**config.mk**
```make
export PLATFORM = sky130hd
export DESIGN_NAME = pg_handshake_ctrl
export DESIGN_NICKNAME = d
export VERILOG_FILES = /design/src/rtl/pgc_pkg.sv /design/src/rtl/pgc_fsm.sv /design/src/rtl/pgc_wake_timer.sv /design/src/rtl/pgc_gate_meter.sv /design/src/rtl/pg_handshake_ctrl.sv
export SDC_FILE = /design/constraint.sdc
export NUM_CORES = 1
export LEC_CHECK = 0
export BUFFER_PORTS_ARGS = -buffer_cell sky130_fd_sc_hd__buf_2
export CAP_MARGIN = 20
export CORE_ASPECT_RATIO = 1.2
export CORE_MARGIN = 5
export CORE_UTILIZATION = 51
export CTS_CLUSTER_DIAMETER = 120
export CTS_CLUSTER_SIZE = 10
export DETAILED_ROUTE_END_ITERATION = 6
export HOLD_SLACK_MARGIN = 0.08
export PLACE_DENSITY = 0.8
export SETUP_SLACK_MARGIN = 0.1
export SYNTH_ARGS = -nofsm -noshare
export SYNTH_HDL_FRONTEND = slang
export SYNTH_HIERARCHICAL = 1
export SYNTH_SLANG_ARGS = --single-unit
```
**constraint.sdc**
```tcl
create_clock -name clk -period 2.52 [get_ports clk]
set_input_delay 0.504 -clock clk [delete_from_list [all_inputs] [get_ports clk]]
set_output_delay 0.504 -clock clk [all_outputs]
set_load 0.01 [all_outputs]
```
**src/rtl/pgc_pkg.sv**
```systemverilog
package pgc_pkg;
  typedef enum logic [1:0] {
    PGS_ON    = 2'd0,
    PGS_DRAIN = 2'd1,
    PGS_OFF   = 2'd2,
    PGS_WAKE  = 2'd3
  } pgc_state_e;
endpackage

```
**src/rtl/pgc_fsm.sv**
```systemverilog
module pgc_fsm
  import pgc_pkg::*;
(
  input  logic       clk,
  input  logic       rst_n,
  input  logic       dp_empty,
  input  logic       wake_any,
  input  logic       wake_done,
  output pgc_state_e state_o
);
  pgc_state_e st_q, st_d;

  always_comb begin
    st_d = st_q;
    unique case (st_q)
      PGS_ON:    if (dp_empty && !wake_any) st_d = PGS_DRAIN;
      PGS_DRAIN: st_d = (wake_any || !dp_empty) ? PGS_ON : PGS_OFF;
      PGS_OFF:   if (wake_any) st_d = PGS_WAKE;
      PGS_WAKE:  if (wake_done) st_d = PGS_ON;
      default:   st_d = PGS_ON;
    endcase
  end

  always_ff @(posedge clk) begin
    if (!rst_n) st_q <= PGS_ON;
    else        st_q <= st_d;
  end

  assign state_o = st_q;

  AST_DRAIN_ABORT: assert property (@(posedge clk) disable iff (!rst_n)
    (st_q == PGS_DRAIN && (wake_any || !dp_empty)) |=> st_q == PGS_ON);
  AST_WAKE_START: assert property (@(posedge clk) disable iff (!rst_n)
    (st_q == PGS_OFF && wake_any) |=> st_q == PGS_WAKE);
  AST_STAY_ON_BUSY: assert property (@(posedge clk) disable iff (!rst_n)
    (st_q == PGS_ON && !dp_empty) |=> st_q == PGS_ON);
endmodule

```
**src/rtl/pgc_wake_timer.sv**
```systemverilog
module pgc_wake_timer #(
  parameter int WAKE_CYC = 12
) (
  input  logic clk,
  input  logic rst_n,
  input  logic run,
  output logic done
);
  localparam int TW = $clog2(WAKE_CYC + 1);
  localparam logic [TW-1:0] LAST = TW'(WAKE_CYC - 1);

  logic [TW-1:0] cnt_q;

  always_ff @(posedge clk) begin
    if (!rst_n || !run) cnt_q <= '0;
    else if (cnt_q != LAST) cnt_q <= cnt_q + 1'b1;
  end

  assign done = run && (cnt_q == LAST);

  AST_TIMER_BOUND: assert property (@(posedge clk) disable iff (!rst_n)
    run |-> cnt_q <= LAST);
endmodule

```
**src/rtl/pgc_gate_meter.sv**
```systemverilog
module pgc_gate_meter #(
  parameter int CNT_W   = 16,
  parameter int BET_CYC = 10
) (
  input  logic             clk,
  input  logic             rst_n,
  input  logic             gated,
  input  logic             end_evt,
  output logic [CNT_W-1:0] len_o,
  output logic             short_o
);
  localparam logic [CNT_W:0] BET_W = (CNT_W+1)'(BET_CYC);
  localparam logic [CNT_W-1:0] CMAX = '1;

  logic [CNT_W-1:0] run_q;
  logic [CNT_W:0]   total;

  assign total = {1'b0, run_q} + 1'b1;

  always_ff @(posedge clk) begin
    if (!rst_n) begin
      run_q   <= '0;
      len_o   <= '0;
      short_o <= 1'b0;
    end else begin
      if (!gated || end_evt)  run_q <= '0;
      else if (run_q != CMAX) run_q <= run_q + 1'b1;
      if (gated && end_evt) begin
        len_o <= total[CNT_W] ? CMAX : total[CNT_W-1:0];
        if (total < BET_W) short_o <= 1'b1;
      end
    end
  end

  AST_SHORT_STICKY: assert property (@(posedge clk) disable iff (!rst_n)
    short_o |=> short_o);
  AST_LEN_HOLD: assert property (@(posedge clk) disable iff (!rst_n)
    !(gated && end_evt) |=> $stable(len_o));
endmodule

```
**src/rtl/pg_handshake_ctrl.sv**
```systemverilog
module pg_handshake_ctrl
  import pgc_pkg::*;
#(
  parameter int NUM_NBR  = 4,
  parameter int WAKE_CYC = 12,
  parameter int BET_CYC  = 10,
  parameter int CNT_W    = 16
) (
  input  logic               clk,
  input  logic               rst_n,
  input  logic               dp_empty,
  input  logic [NUM_NBR-1:0] nbr_wake,
  output logic [NUM_NBR-1:0] nbr_gate,
  output logic               sleep_en,
  output logic               rtr_ready,
  output logic [CNT_W-1:0]   gated_len,
  output logic               short_gate
);
  pgc_state_e st;
  logic wake_any, wake_done;

  assign wake_any = |nbr_wake;

  pgc_fsm u_fsm (
    .clk(clk), .rst_n(rst_n), .dp_empty(dp_empty),
    .wake_any(wake_any), .wake_done(wake_done), .state_o(st)
  );

  pgc_wake_timer #(.WAKE_CYC(WAKE_CYC)) u_timer (
    .clk(clk), .rst_n(rst_n), .run(st == PGS_WAKE), .done(wake_done)
  );

  pgc_gate_meter #(.CNT_W(CNT_W), .BET_CYC(BET_CYC)) u_meter (
    .clk(clk), .rst_n(rst_n), .gated(st == PGS_OFF), .end_evt(wake_any),
    .len_o(gated_len), .short_o(short_gate)
  );

  for (genvar i = 0; i < NUM_NBR; i++) begin : g_notice
    assign nbr_gate[i] = (st != PGS_ON);
  end

  assign sleep_en  = (st == PGS_OFF);
  assign rtr_ready = (st == PGS_ON);

  AST_SLEEP_AFTER_NOTICE: assert property (@(posedge clk) disable iff (!rst_n)
    $rose(sleep_en) |-> $past(&nbr_gate));
  AST_READY_EXCL: assert property (@(posedge clk) disable iff (!rst_n)
    !(rtr_ready && sleep_en));
  AST_WAKE_NO_SLEEP: assert property (@(posedge clk) disable iff (!rst_n)
    (sleep_en && wake_any) |=> !sleep_en && !rtr_ready);
endmodule

```
==> flow_metrics.py <==
metrics = {
    "grt": {
        "antenna_found_initial": 0,
        "grt_usage": 0.1806,
        "grt_max_degree": 17,
        "grt_pass1_vias": 1613,
        "grt-ovfl-total": 0,
        "grt_pass1_wl_um": 7396,
    },
    "cells_and_area": {
        "antenna_cells": 0,
        "final_nets": 257,
        "stdcell_count": 301,
        "area_delta_synth_final_pct": 12.97,
        "layout-drive-gt1-share": 0.2209,
        "layout_common_cells": "nor2_1 (42), dfxtp_1 (39), buf_2 (29)",
        "fillers": 328,
        "layout_commonest_cell": "nor2_1",
    },
    "sta": {
        "final.period_utilization": 0.8271,
        "slew_headroom": 0.6588,
        "clock_skew_ns": 0.004698,
        "max_freq_mhz": 479.8,
        "timing.final.crit_period_ns": 2.084,
        "maxSlewViolCount": 0,
        "hold_viol": 0,
        "rsz0062_at_grt": "no",
        "tightest_slew_ns": 0.5113,
        "tns_ns": 0,
        "setup_viol": 0,
    },
    "clock_network": {
        "cts_tree": "done",
        "cts_setup_buffers": 0,
        "cts_resized": 0,
        "worstSkewPairLatency_ns": 0.29,
        "clk_path_buf_depth": 2,
        "clk_pin_slew_ns": 0.08,
        "ctsHoldBuffers": 0,
        "cts_buffers": 5,
        "clock-root-buffer": "clkbuf_8",
        "htree_levels": 2,
        "cts.sinks": 39,
    },
    "yosys": {
        "yosysWarnings": 6,
        "synth.distinct_cells": 47,
        "synth_top_area_share": 0.3987,
        "synth_seq_cells": 39,
        "synth_nets": 232,
        "synthCells": 223,
        "synth-seq-area-share": 0.3987,
        "avgSynthCellArea_sq_um": 8.781,
        "synthTopCellsByArea": "dfxtp_1 (40%), nor2_1 (8.1%), xnor2_1 (4.5%), a211oi_1 (4.2%), nand3_1 (2.8%)",
        "synthesis.area_sq_mm": 0.001958,
        "async_flop_share": 0,
        "synth_edf_count": 0,
        "yosys.area.top_type": "dfxtp_1",
        "synth_ff_type": "dfxtp_1",
    },
    "floorplanning": {
        "die-area_sq_mm": 0.005184,
        "start_util": 0.5345,
        "ios": 30,
        "die_w_um": 66.57,
        "die_h_um": 77.88,
        "rows": 24,
        "core_area_sq_mm": 0.003664,
    },
    "critical_path": {
        "path_max_fanout": 11,
        "arrival_ns": 2.28,
        "critPathRequiredTime_ns": 2.72,
        "crit_path_start_kind": "flip-flop",
        "worstSetupPathType": "flip-flop to flip-flop",
        "end_kind": "flip-flop",
    },
    "route": {
        "drt_wl_total_um": 4237,
        "drtAntennaViolNets": 0,
        "wl_per_cell_um": 14.08,
        "via_per_inst": 5.615,
        "vias": 1690,
        "firstDrtPassIters": 4,
        "drcViolationCount": 0,
        "drt_iter0_markers": 80,
    },
    "outcome": {
        "outcome": "finished, final reports clean",
    },
    "run": {
        "max_cap_violations": 0,
    },
    "placement": {
        "dpl.hpwl_um": 3057,
        "dp.cells": 293,
        "portBuffers": 29,
        "gp_congestion": 0.8625,
    },
    "power": {
        "power.leakage_uw": 0.0008443,
        "powerDensity_mw_per_mm2": 528.7,
        "ir_drop_v": 0.0004816,
    },
    "hold_path": {
        "hold_class": "flip-flop to flip-flop",
    },
}
-- cells by family after synthesis --
kind of cell             Yosys count  synth area share
XOR/XNOR                          12           0.05367
adder cells (fa/ha/maj)            2           0.01278
flip-flops                        39            0.3987
buffers and inverters             17           0.05494
AND/OR/NAND/NOR                  111            0.3297
AO/OA/AOI/OAI                     39            0.1348
multiplexers                       3           0.01534
-- per-stage QoR --
stage / utilization / total power, uW / setup WS, ns / cell area (sq um) / hold slack, ns
2_1_floorplan: - / 637.4 / 0.5702 / 1958 / 0.4617
3_3_place_gp: 0.5717 / 646.4 / 0.5004 / 2095 / 0.4581
3_5_place_dp: 0.5717 / 647.2 / 0.4096 / 2095 / 0.4701
4_1_cts: 0.6038 / 1181 / 0.4694 / 2212 / 0.4881
5_1_grt: 0.6038 / 1215 / 0.3297 / 2212 / 0.5180
6_report: 0.6038 / 1170 / 0.4356 / 2212 / 0.4813
-- worst paths after layout --
kind,slack (ns),start,endpoint,cells past startpoint
max,0.44,u_meter/run_q[0],u_meter/short_o,7
min,0.48,u_meter/len_o[12],u_meter/len_o[12],2
max reg2reg,0.44,u_meter/run_q[0],u_meter/short_o,7
min reg2reg,0.48,u_meter/len_o[12],u_meter/len_o[12],2
-- final cells by class --
type | instances | area [sq um] | area share
Clock buffer | 6 | 82.58 | 0.03733
Clock inverter | 2 | 35.03 | 0.01584
Inverter | 3 | 11.26 | 0.005091
Multi-Input combinational cell | 167 | 1070 | 0.4836
Sequential cell | 39 | 780.7 | 0.3529
Tap cell | 52 | 65.06 | 0.02941
Timing Repair Buffer | 32 | 167.7 | 0.07579
-- power by group --
part	switching [uW]	leakage (uW)	internal (uW)	total [uW]
logic	10.5	0.000469	5.68	16.2
registers	0.400	0.000314	616	616
clock network	217	0.0000612	320	537
-- sequential cells by signal, indices dropped and copies added, names as in the netlist, named ones only --
name,count
u_fsm/state_o,1
u_meter/len_o,16
u_meter/run_q,16
u_meter/short_o,1
u_timer/cnt_q,4
-- worst max-delay path, cell delays in order, from the launching register on --
cell	delay (ns)
dfxtp_1	0.38
ha_1	0.27
and3_4	0.22
and3_4	0.19
and3_4	0.22
nor3_1	0.27
nand4_1	0.17
o31ai_1	0.27
-- synth_stat cells (6+ instances only) --
cell      count
nand2_1      12
nor3_1        6
and2_1        6
nor2_1       42
o21ai_0       6
nand3_1      11
a21oi_1       8
a211oi_1     11
xnor2_1      10
dfxtp_1      39
-- layer usage --
layer | part of all wire | GRT usage | vias up | wire [um]
met1 | 0.45 | 0.2255 | 791 | 1895
met2 | 0.49 | 0.2966 | 45 | 2061
met3 | 0.046 | 0.04913 | 11 | 197
met4 | 0.020 | 0.06098 | 0 | 83
met5 | 0 | 0 | - | 0
li1 | - | - | 843 | -
(Power assumes the default switching activity.)
